[config.mk]
export PLATFORM = sky130hd
export DESIGN_NAME = ext_irq_capture
export DESIGN_NICKNAME = d
export VERILOG_FILES = /design/src/rtl/ext_irq_capture.sv
export SDC_FILE = /design/constraint.sdc
export NUM_CORES = 1
export LEC_CHECK = 0
export ABC_AREA = 1
export BUFFER_PORTS_ARGS = -buffer_cell sky130_fd_sc_hd__buf_4
export CAP_MARGIN = 40
export CORE_MARGIN = 2
export CORE_UTILIZATION = 35
export CTS_BUF_LIST = sky130_fd_sc_hd__clkbuf_8
export CTS_CLUSTER_DIAMETER = 120
export DETAILED_ROUTE_END_ITERATION = 10
export PLACE_DENSITY_LB_ADDON = 0.08
export SYNTH_ARGS = -nofsm -noshare
export SYNTH_HDL_FRONTEND = slang
export SYNTH_SLANG_ARGS = --single-unit
export TNS_END_PERCENT = 100
[constraint.sdc]
create_clock -name clk -period 1.2 [get_ports clk]
set_input_delay 0.24 -clock clk [delete_from_list [all_inputs] [get_ports clk]]
set_output_delay 0.24 -clock clk [all_outputs]
set_load 0.05 [all_outputs]
[src/rtl/ext_irq_capture.sv]
module ext_irq_capture #(
  parameter int NSRC = 8,
  parameter int DW   = 32
) (
  input  logic            clk,
  input  logic            rst_n,
  input  logic [NSRC-1:0] irq_n,
  input  logic            reg_wr,
  input  logic            reg_rd,
  input  logic [1:0]      reg_addr,
  input  logic [DW-1:0]   reg_wdata,
  output logic [DW-1:0]   reg_rdata,
  output logic            reg_rvalid,
  output logic [NSRC-1:0] req
);
  localparam int SENSE_TOP = 15;
  localparam logic [1:0] A_PEND  = 2'd0;
  localparam logic [1:0] A_MASK  = 2'd1;
  localparam logic [1:0] A_SENSE = 2'd2;

  logic [NSRC-1:0] sy1, sy2, sy3;
  logic [NSRC-1:0] edge_mode, mask_q, pend_q;
  logic [NSRC-1:0] clr, fall, pend_vis;
  logic [DW-1:0]   pend_word, mask_word, sense_word;
  logic            unused_wdata;

  assign unused_wdata = ^reg_wdata;

  wire wr_pend  = reg_wr && reg_addr == A_PEND;
  wire wr_mask  = reg_wr && reg_addr == A_MASK;
  wire wr_sense = reg_wr && reg_addr == A_SENSE;

  always_ff @(posedge clk or negedge rst_n)
    if (!rst_n) begin
      sy1 <= '1;
      sy2 <= '1;
      sy3 <= '1;
    end else begin
      sy1 <= irq_n;
      sy2 <= sy1;
      sy3 <= sy2;
    end

  for (genvar i = 0; i < NSRC; i++) begin : g_src
    assign clr[i]      = wr_pend && reg_wdata[DW-1-i];
    assign fall[i]     = sy3[i] & ~sy2[i];
    assign pend_vis[i] = edge_mode[i] ? pend_q[i] : ~sy2[i];

    always_ff @(posedge clk or negedge rst_n)
      if (!rst_n) pend_q[i] <= 1'b0;
      else        pend_q[i] <= edge_mode[i] & (fall[i] | (pend_q[i] & ~clr[i]));

    assert_edge_sets_R6: assert property (@(posedge clk) disable iff (!rst_n)
      edge_mode[i] && fall[i] |=> pend_q[i]);
    assert_edge_holds_R4: assert property (@(posedge clk) disable iff (!rst_n)
      edge_mode[i] && pend_q[i] && !clr[i] |=> pend_q[i]);
    assert_w1c_clears_R5: assert property (@(posedge clk) disable iff (!rst_n)
      edge_mode[i] && clr[i] && !fall[i] |=> !pend_q[i]);
    assert_level_tracks_R2: assert property (@(posedge clk) disable iff (!rst_n)
      !edge_mode[i] && !wr_sense && !sy1[i] |=> pend_vis[i]);
    assert_mask_keeps_pend_R7: assert property (@(posedge clk) disable iff (!rst_n)
      edge_mode[i] && pend_q[i] && !clr[i] && wr_mask && !reg_wdata[DW-1-i]
      |=> pend_q[i] && !req[i]);
  end

  always_ff @(posedge clk or negedge rst_n)
    if (!rst_n) begin
      edge_mode <= '0;
      mask_q    <= '0;
    end else begin
      for (int i = 0; i < NSRC; i++) begin
        if (wr_sense) edge_mode[i] <= reg_wdata[SENSE_TOP-i];
        if (wr_mask)  mask_q[i]    <= reg_wdata[DW-1-i];
      end
    end

  assign req = pend_vis & mask_q;

  always_comb begin
    pend_word  = '0;
    mask_word  = '0;
    sense_word = '0;
    for (int i = 0; i < NSRC; i++) begin
      pend_word[DW-1-i]     = pend_vis[i];
      mask_word[DW-1-i]     = mask_q[i];
      sense_word[SENSE_TOP-i] = edge_mode[i];
    end
  end

  always_ff @(posedge clk or negedge rst_n)
    if (!rst_n) begin
      reg_rvalid <= 1'b0;
      reg_rdata  <= '0;
    end else begin
      reg_rvalid <= reg_rd;
      if (reg_rd)
        case (reg_addr)
          A_PEND:  reg_rdata <= pend_word;
          A_MASK:  reg_rdata <= mask_word;
          A_SENSE: reg_rdata <= sense_word;
          default: reg_rdata <= '0;
        endcase
    end
endmodule

* Yosys cells after proc, flatten, opt, wreduce, memory -nomap -nowiden *
Cells that the tools add are included.

cells by class
  reduce and logical (&&, ||, !) cells = 12
  $lt $le $gt $ge = 0
  bitwise logic cells = 49
  shift-type cells = 0
  add/subtract/negate cells = 0
  multiply operators = 0
  div/mod/pow operators = 0
  equal/unequal tests = 2
  muxes and demuxes = 9

operator list
  operator                                             number
  one-hot mux 32 bit (3 select lines)                  1
  bitwise AND 1 bit                                    24
  NOT 1 bit                                            16
  logical AND 1 bit                                    11
  bitwise AND 8 bit                                    1
  two-way mux 1 bit                                    8
  bitwise OR 1 bit                                     8
  equality test 2 x 1 -> 1 bit, second input constant  1
  equality test 2 bit, second input constant           1
  logical NOT 2 bit                                    1

storage, ports and cells
  memory bits (writable) = 0
  output and inout port bits = 41
  input bits = 46
  register bits after elaboration = 81
  memories = 0
  bits in latches = 0
  logic and storage cells = 87
  memory bits (read-only) = 0

* Depth between registers and ports, before layout *
Gate-level depths: netlist of the first run.

  depth after elaboration = 7
  depth in mapped cells = 7
  depth with buffers taken out = 6

* Worst setup path after synthesis of the first run *
OpenSTA, ideal clock, no wires.

  kind = reg-to-output
  start = register edge_mode[1]
  end = output req[1]
  buffers on the path = 0
  stages on the path, launching flop included = 3
  arrival = 1.026 ns
  required time = 0.960 ns
  path slack = -0.066 ns
  cells stage by stage = dfrtp_1 > o21ai_0 > and2_1

between the ends
  longest elaborated chain between the ends = 2

RTL lines
  what                             line  RTL
  start, declared                  22    logic [NSRC-1:0] edge_mode, mask_q, pend_q;
  start signal, assigned by index  72    if (wr_sense) edge_mode[i] <= reg_wdata[SENSE_TOP-i];
  two-way mux 1 bit                47    assign pend_vis[i] = edge_mode[i] ? pend_q[i] : ~sy2[i];
  bitwise AND 8 bit                77    assign req = pend_vis & mask_q;
  end, declared                    14    output logic [NSRC-1:0] req

No other way between the ends.

* Worst setup path after layout of the first run *
  start = register sy2[5]
  end = output req[5]

between the ends
  longest elaborated chain between the ends = 3

RTL lines
  what                    line  RTL
  start, declared         21    logic [NSRC-1:0] sy1, sy2, sy3;
  start signal, assigned  40    sy2 <= sy1;
  NOT 1 bit               47
  two-way mux 1 bit       47
  bitwise AND 8 bit       77

No other way between the ends.

==> results of run 1 <==
[cell usage after synthesis]
cell,n
o21ai_2,8
nand2_2,2
dfrtp_1,41
inv_1,19
nor2_1,18
and2_1,7
conb_1,1
o21ai_1,2
o21ai_0,13
nand3_1,23
and3_1,1
dfstp_2,24
a21oi_1,8
clkbuf_1,2
clkinv_1,1
nand2_4,1
buf_2,2
nand2_1,68
buf_6,2
nand3b_1,7
buf_4,17
nor2_4,1
nor2_2,1
[power groups by stage]
stage               Clock [mW]  Combinational [mW]  Sequential [mW]
detailed placement           0                1.20             2.60
floorplan                    0               0.577             2.76
CTS                       1.87                1.37             2.58
global route              1.97                1.51             2.61
global placement             0                1.19             2.60
finish                    1.82                1.40             2.58
[metrics by stage]
step	hold slack, ps	setup slack (ps)	cell area [um^2]
finish	16.81	-263.3	3846
global route	2.791	-312.7	3846
CTS	1.276	-278.4	3786
detailed placement	148.0	-60.33	3359
global placement	147.1	-48.71	3359
floorplan	-55.59	31.71	2735
[layout by cell type (no fill, tap or decap), types with 2 or more instances in the layout]
master / instances
buf_4: 87
nand2_1: 62
dfrtp_1: 41
dfstp_2: 24
nand3_1: 23
inv_1: 19
nor2_1: 18
conb_1: 16
o21ai_2: 15
clkbuf_8: 10
nand2_2: 8
a21oi_1: 8
buf_8: 8
and2_4: 7
nand3b_1: 7
dlygate4sd3_1: 7
o21ai_0: 6
buf_12: 3
o21ai_1: 2
clkinv_2: 2
clkinvlp_4: 2
[worst max path at each step]
stage	to	slack, ps	cells after the start
floorplan	req[0]	30	3
global placement	req[7]	-50	3
detailed placement	req[7]	-60	3
CTS	req[7]	-280	3
global route	req[5]	-310	3
finish	req[5]	-260	3
[kinds of logic after synthesis]
group	synth area share (%)
buffers and inverters	9.091
AO/OA/AOI/OAI	6.935
AND/OR/NAND/NOR	21.79
other	0.1404
flip-flops	62.04
[layout make-up]
cell class,instances,area share [%]
flip-flops and latches,65,43.07
repair buffers,105,23.49
multi-input cells,176,23.16
clock buffers,10,3.578
well taps,99,3.221
inverters,20,1.952
clock inverters,6,1.529
[repair_timing]
action                     in CTS  in global routing
hold endpoints to repair       18                  1
pin swaps                       3                  5
cloned                          0                  0
gates resized for setup        39                  6
setup buffers                   9                  5
setup endpoints to repair       8                  8
hold buffers                    6                  1
[registers in the layout (all words and copies together) (netlist names)]
| name | count |
|---|---|
| sy3 | 8 |
| reg_rvalid | 1 |
| pend_q | 8 |
| reg_rdata | 16 |
| edge_mode | 8 |
| mask_q | 8 |
| sy1 | 8 |
| sy2 | 8 |
[per-layer routing]
| metal | global-route usage [%] | part of all wire [%] |
|---|---|---|
| met1 | 20.24 | 46 |
| met2 | 24.26 | 48 |
| met3 | 3.154 | 4.5 |
| met4 | 7.576 | 1.9 |
| met5 | 0 | 0 |
==> results.sh, run 1 <==
export IMPL_crit_family="flip-flops"
export IMPL_fillCellCount=711
export IMPL_synth_seq_cells=65
export IMPL_numCtsBuffers=9
export IMPL_min_delay_path_depth=1
export IMPL_end_kind="primary output"
export IMPL_drive_above_1_share_pct=45.03
export IMPL_multi_input_area_um2=890.9
export IMPL_io_pins=87
export IMPL_clkTransAtPathRegs_ps=70
export IMPL_core_um2=7331
export IMPL_drt_iter0_drc=84
export IMPL_synth_area_leader_cell="dfrtp_1"
export IMPL_crit_path_start="sy2[5]"
export IMPL_clock_sinks=65
export IMPL_io_buffers=54
export IMPL_fmax_mhz=683.4
export IMPL_r2r_setup_slack_ps=140
export IMPL_wire_per_inst_um=12.23
export IMPL_areaGrowthSynthToFinish_pct=44.05
export IMPL_cp_max_fo=2
export IMPL_ys_types=23
export IMPL_hp_start="irq_n[3]"
export IMPL_crit_buf_inv=1
export IMPL_cp_arrival_ps=1220
export IMPL_htreeDepth=3
export IMPL_dieWidth_um=91.34
export IMPL_critPathLaunchType="flop"
export IMPL_yosys_warnings=0
export IMPL_firstDrtPassIters=4
export IMPL_p_leak_nw=1.962
export IMPL_clock_latency_ps=330
export IMPL_cts_tree="yes"
export IMPL_rsz0062_at_grt="true"
export IMPL_place_hpwl_um=4117
export IMPL_grt_pass1_vias=2070
export IMPL_gp_congestion=0.7209
export IMPL_seqCellArea_um2=1657
export IMPL_synth_area_um2=2670
export IMPL_antenna_left=0
export IMPL_pwr_share_clk_pct=31.4
export IMPL_grt_start_max_net_pins=27
export IMPL_start_util_pct=36.42
export IMPL_rr_worst_depth=5
export IMPL_place_inst=444
export IMPL_via_count=2116
export IMPL_maxCapViolCount=0
export IMPL_p_comb_share_pct=24.1
export IMPL_hold_viol_final=0
export IMPL_p_seq_share_pct=44.5
export IMPL_remaining_drc_errors=0
export IMPL_crit_chain="o21ai_2, and2_4, buf_8"
export IMPL_slew_violations=0
export IMPL_dieArea_um2=8343
export IMPL_design_power_total_mw=5.800
export IMPL_grtUsageTotal_pct=15.40
export IMPL_min_path_type="primary input to flop"
export IMPL_rows=31
export IMPL_syn_inst=269
export IMPL_synth_top_area_share_pct=38.43
export IMPL_timing_rr_end="reg_rdata[26]"
export IMPL_setup_ws_ps=-263.3
export IMPL_power_density_nw_per_um2=1508
export IMPL_fin_crit_sh_pct=121.9
export IMPL_timing_worst_setup_path_type="flop to primary output"
export IMPL_vias_per_cell=4.399
export IMPL_setup_viol=8
export IMPL_min_to="sy1[3]"
export IMPL_fin_setup_tns_ps=-2064
export IMPL_globalRouteOverflowTotal=0
export IMPL_r2r_start="sy2[5]"
export IMPL_critPathMaxStageDelay_ps=550
export IMPL_instances_no_fill=481
export IMPL_die_h_um=91.34
export IMPL_num_nets_final=423
export IMPL_p_sw_share_pct=30.52
export IMPL_power_switching_mw=1.770
export IMPL_fin_skew_ps=4.920
export IMPL_final_util_pct=52.47
export IMPL_cp_slowest_cell="dfstp_2"
export IMPL_outcome="finished with violations"
export IMPL_antenna_found_initial=0
export IMPL_cts_root_buf="clkbuf_8"
export IMPL_cts_path_max_buffers=2
export IMPL_min_period_ps=1463
export IMPL_p_int_mw=4.030
export IMPL_wl_um=5881
export IMPL_ys_seq_area_share_pct=62.04
export IMPL_violations="negative setup slack"
export IMPL_critical_path_required_ps=960
export IMPL_grt_pass1_wl_um=9770
export IMPL_syn_avg_cell_area_um2=9.926
export IMPL_peakVddDrop_v=0.0006132
export IMPL_synthTopCellsByArea="dfrtp_1 (38%), dfstp_2 (24%), nand2_1 (9.6%)"
export IMPL_antenna_cells=0
No activity file was read; power rests on OpenSTA's default activity.
==> inputs of run 2 (changes only) <==
--- a/config.mk
+++ b/config.mk
@@ -13,7 +13,9 @@
 export CTS_BUF_LIST = sky130_fd_sc_hd__clkbuf_8
 export CTS_CLUSTER_DIAMETER = 120
 export DETAILED_ROUTE_END_ITERATION = 10
-export PLACE_DENSITY_LB_ADDON = 0.08
+export MAX_ROUTING_LAYER = met4
+export PLACE_DENSITY = 0.65
+export RECOVER_POWER = 50
 export SYNTH_ARGS = -nofsm -noshare
 export SYNTH_HDL_FRONTEND = slang
 export SYNTH_SLANG_ARGS = --single-unit
==> results.sh, run 2 (synthesis gave the netlist of run 1 again) <==
export IMPL_outcome="finished with violations"
export IMPL_violations="negative setup slack"
export IMPL_numCtsBuffers=9
export IMPL_gp_congestion=0.7782
export IMPL_crit_chain="o21ai_2, and2_4, buf_8"
export IMPL_critPathLaunchType="flop"
export IMPL_vias_per_cell=4.427
export IMPL_setup_ws_ps=-272.0
export IMPL_dieWidth_um=91.34
export IMPL_slew_violations=0
export IMPL_place_ws_ps=-58.98
export IMPL_p_sw_share_pct=29.35
export IMPL_rows=31
export IMPL_crit_path_start="sy2[3]"
export IMPL_antenna_left=0
export IMPL_grt_pass1_wl_um=9956
export IMPL_via_count=2094
export IMPL_core_um2=7331
export IMPL_clkTransAtPathRegs_ps=60
export IMPL_globalRouteOverflowTotal=0
export IMPL_areaGrowthSynthToFinish_pct=41.33
export IMPL_cts_path_max_buffers=2
export IMPL_r2r_start="sy2[3]"
export IMPL_relSlewSlack_pct=60.35
export IMPL_p_comb_share_pct=23.0
export IMPL_rsz0062_at_grt="true"
export IMPL_end_kind="primary output"
export IMPL_worst_pin_slew_ps=594.7
export IMPL_grt_start_max_net_pins=66
export IMPL_critical_path_required_ps=960
export IMPL_max_flop_register="reg_rdata"
export IMPL_cp_max_fo=2
export IMPL_hold_viol_final=0
export IMPL_antenna_cells=0
export IMPL_htreeDepth=3
export IMPL_p_seq_share_pct=44.5
export IMPL_io_buffers=54
export IMPL_cp_arrival_ps=1230
export IMPL_critPathMaxStageDelay_ps=550
export IMPL_wire_per_inst_um=12.24
export IMPL_fin_skew_ps=5.170
export IMPL_place_hpwl_um=3927
export IMPL_hp_start="reg_wdata[13]"
export IMPL_min_path_type="primary input to flop"
export IMPL_setup_viol=8
export IMPL_io_pins=87
export IMPL_grtUsageTotal_pct=15.78
export IMPL_wl_um=5789
export IMPL_pwr_share_clk_pct=32.5
export IMPL_largest_reg_flops=16
export IMPL_clock_sinks=65
export IMPL_clock_latency_ps=330
export IMPL_firstDrtPassIters=4
export IMPL_cts_tree="yes"
export IMPL_num_nets_final=415
export IMPL_drt_iter0_drc=132
export IMPL_r2r_setup_slack_ps=120
export IMPL_timing_worst_setup_path_type="flop to primary output"
export IMPL_remaining_drc_errors=0
export IMPL_fmax_mhz=679.3
export IMPL_p_leak_nw=1.920
export IMPL_peakVddDrop_v=0.0008326
export IMPL_layout_common_cells="buf_4 (66), nand2_1 (64), dfrtp_1 (41)"
export IMPL_start_util_pct=36.42
export IMPL_p_int_mw=4.085
export IMPL_power_density_nw_per_um2=1532
export IMPL_dieArea_um2=8343
export IMPL_antenna_found_initial=0
export IMPL_fillCellCount=651
export IMPL_grt_pass1_vias=2174
export IMPL_layout_commonest_cell="buf_4"
export IMPL_die_h_um=91.34
export IMPL_cp_slowest_cell="dfstp_2"
export IMPL_fin_crit_sh_pct=122.7
export IMPL_timing_hold_ws_ps=139.2
export IMPL_power_switching_mw=1.697
export IMPL_maxCapViolCount=0
export IMPL_fin_setup_tns_ps=-2072
export IMPL_drive_above_1_share_pct=41.71
export IMPL_cts_root_buf="clkbuf_8"
export IMPL_min_period_ps=1472
run 2: worst paths after layout:
kind / cells past startpoint / end
max: 3 / req[3]
max in group asynchronous: 3 / pend_q[0]
max reg2reg: 5 / reg_rdata[28]
min in group asynchronous: 3 / reg_rdata[8]
min: 3 / edge_mode[2]
min reg2reg: 0 / sy2[7]
run 2: final cells by class:
cell class                 count  area (um^2)  share of cell area (%)
clock buffer                  12        165.2                   4.377
sequential                    65         1657                   43.90
multi-input combinational    176        885.9                   23.47
clock inverter                 4        42.54                   1.127
timing repair buffer          97        824.5                   21.85
tap                           99        123.9                   3.282
inverter                      20        75.07                   1.989
run 2: critical path: cells and delay by family, from the launching register on:
family / cells / cell delay (ps)
DFF: 1 / 550
AOI/OAI and AO/OA: 1 / 70
buffers and inverters: 1 / 140
and+or+nand+nor: 1 / 140
run 2: layer usage:
metal / GRT usage, % / wire length [um]
met5: - / 0
met4: 7.576 / 91
met3: 3.320 / 308
met2: 24.32 / 2817
met1: 19.91 / 2572
run 2: per-stage QoR:
step                      cell area, um^2  util (%)  instances  power, mW
final                                3774     51.48        473      5.782
after global routing                 3774     51.48        473      6.067
after CTS                            3770     51.43        472      5.850
after detailed placement             3324     45.35        441      3.773
after global placement               3324     45.35        441      3.752
after floorplan                      2735         -        284      3.333
run 2: repair_timing:
item | CTS | global route
resized for setup | 39 | 6
setup endpoints to repair | 8 | 9
pin swaps | 4 | 5
hold buffers | 9 | 0
buffers inserted | 6 | 1
endpoints found under the hold margin | 49 | 0
run 2: power groups by stage:
| stage | clock network [mW] | logic [mW] | registers (mW) |
|---|---|---|---|
| after floorplan | 0 | 0.577 | 2.76 |
| after global placement | 0 | 1.17 | 2.59 |
| after detailed placement | 0 | 1.18 | 2.59 |
| after CTS | 1.94 | 1.34 | 2.57 |
| after global routing | 2.02 | 1.44 | 2.60 |
| final | 1.88 | 1.33 | 2.57 |
==> inputs of run 3 (changes only) <==
--- a/config.mk
+++ b/config.mk
@@ -8,7 +8,7 @@
 export ABC_AREA = 1
 export BUFFER_PORTS_ARGS = -buffer_cell sky130_fd_sc_hd__buf_4
 export CAP_MARGIN = 40
-export CORE_MARGIN = 2
+export CORE_MARGIN = 4
 export CORE_UTILIZATION = 35
 export CTS_BUF_LIST = sky130_fd_sc_hd__clkbuf_8
 export CTS_CLUSTER_DIAMETER = 120
==> results.sh, run 3 (synthesis gave the netlist of run 1 again) <==
export IMPL_fillCellCount=695
export IMPL_fin_skew_ps=9.666
export IMPL_rows=31
export IMPL_io_pins=87
export IMPL_maxCapViolCount=0
export IMPL_r2r_setup_slack_ps=50
export IMPL_cts_tree="yes"
export IMPL_grtUsageTotal_pct=15.16
export IMPL_power_density_nw_per_um2=1488
export IMPL_dieArea_um2=9090
export IMPL_clkTransAtPathRegs_ps=70
export IMPL_num_nets_final=422
export IMPL_numCtsBuffers=9
export IMPL_dieWidth_um=95.34
export IMPL_wl_um=6155
export IMPL_drive_above_1_share_pct=43.31
export IMPL_grt_pass1_wl_um=9922
export IMPL_max_flop_register="reg_rdata"
export IMPL_remaining_drc_errors=0
export IMPL_place_hpwl_um=4212
export IMPL_fmax_mhz=671.6
export IMPL_clock_latency_ps=350
export IMPL_place_inst=441
export IMPL_grt_start_max_net_pins=29
export IMPL_cts_path_max_buffers=2
export IMPL_layout_common_cells="buf_4 (66), nand2_1 (62), dfrtp_1 (41)"
export IMPL_antenna_cells=0
export IMPL_layout_commonest_cell="buf_4"
export IMPL_setup_ws_ps=-289.0
export IMPL_clock_sinks=65
export IMPL_instances_no_fill=480
export IMPL_via_count=2132
export IMPL_relSlewSlack_pct=50.84
export IMPL_gp_congestion=0.7538
export IMPL_start_util_pct=36.42
export IMPL_min_period_ps=1489
export IMPL_cp_arrival_ps=1250
export IMPL_critical_path_required_ps=960
export IMPL_outcome="finished with violations"
export IMPL_antenna_left=0
export IMPL_cts_root_buf="clkbuf_8"
export IMPL_violations="negative setup slack"
export IMPL_design_power_total_mw=5.694
export IMPL_core_um2=7331
export IMPL_globalRouteOverflowTotal=0
export IMPL_place_ws_ps=-55.12
export IMPL_r2r_start="sy2[0]"
export IMPL_slew_violations=0
export IMPL_cp_max_fo=2
export IMPL_io_buffers=54
export IMPL_critPathLaunchType="flop"
export IMPL_peakVddDrop_v=0.001033
export IMPL_fin_setup_tns_ps=-2234
export IMPL_p_leak_nw=1.947
export IMPL_vias_per_cell=4.442
export IMPL_crit_path_end="req[7]"
export IMPL_drt_iter0_drc=93
export IMPL_worst_pin_slew_ps=737.4
export IMPL_hold_viol_final=0
export IMPL_areaGrowthSynthToFinish_pct=43.30
export IMPL_rr_worst_depth=7
export IMPL_grt_pass1_vias=2082
export IMPL_antenna_found_initial=0
export IMPL_crit_path_start="sy2[7]"
export IMPL_end_kind="primary output"
export IMPL_firstDrtPassIters=4
export IMPL_die_h_um=95.34
export IMPL_setup_viol=8
export IMPL_timing_worst_setup_path_type="flop to primary output"
export IMPL_htreeDepth=3
export IMPL_timing_rr_end="reg_rdata[31]"
export IMPL_rsz0062_at_grt="true"
export IMPL_min_path_type="primary input to flop"
export IMPL_largest_reg_flops=16
export IMPL_fin_crit_sh_pct=124.1
export IMPL_wire_per_inst_um=12.82
==> run 3: cell types whose count changed in the layout (fill, tap and decap cells not counted) <==
cell	delta
buf_12	-1
buf_6	+8
bufinv_16	-1
clkinvlp_4	+1
dfstp_1	-1
dfstp_2	+1
inv_1	+1
inv_2	-1
nand2_1	-2
nand2_2	+2
==> run 3: timing repair <==
action,CTS,global route
endpoints found under the hold margin,23,0
setup buffers,6,8
setup endpoints to repair,11,16
gates cloned,0,0
resized for setup,43,12
pin swaps,5,7
hold buffers,9,0
==> run 3: critical path, stage by stage (launching register included) <==
cell and delay, ps:
dfstp_2 550, o21ai_2 70, and2_4 140, buf_8 140
==> run 3: worst min-delay path by stage <==
stage	start	to	slack, ps	cells past startpoint
after floorplan	rst_n	edge_mode[0]	-60	0
after global placement	rst_n	reg_rdata[15]	130	1
after detailed placement	rst_n	reg_rdata[15]	130	1
after CTS	reg_wdata[12]	edge_mode[3]	110	3
after global routing	reg_wdata[9]	edge_mode[6]	130	3
final	reg_wdata[12]	edge_mode[3]	130	3
==> run 3: power breakdown <==
group | switching [mW] | internal (mW) | leakage, nW | total [mW]
Combinational | 0.800 | 0.588 | 1.07 | 1.39
Sequential | 0.155 | 2.43 | 0.775 | 2.59
Clock | 0.819 | 0.900 | 0.101 | 1.72
==> run 3: routing by layer <==
layer | GRT usage [%] | wire length [um] | up-vias
met5 | - | 0 | -
met4 | 5.409 | 89 | 0
met3 | 5.288 | 459 | 10
met2 | 22.27 | 2952 | 70
met1 | 19.42 | 2654 | 1015
li1 | - | - | 1037
==> run 3: cell type report <==
type / instances / area [um^2] / share of cell area (%)
multi-input cells: 176 / 890.9 / 23.28
flip-flops and latches: 65 / 1657 / 43.30
clock buffers: 12 / 165.2 / 4.317
well taps: 99 / 123.9 / 3.237
clock inverters: 4 / 20.02 / 0.5232
repair buffers: 104 / 894.6 / 23.38
inverters: 20 / 75.07 / 1.962
==> run 3: per-stage QoR <==
stage | util [%] | instance area [um^2] | hold WS (ps)
finish | 52.19 | 3826 | 127.8
global route | 52.19 | 3826 | 125.0
CTS | 51.27 | 3759 | 109.1
detailed placement | 45.35 | 3324 | 134.8
global placement | 45.35 | 3324 | 127.4
floorplan | - | 2735 | -55.59
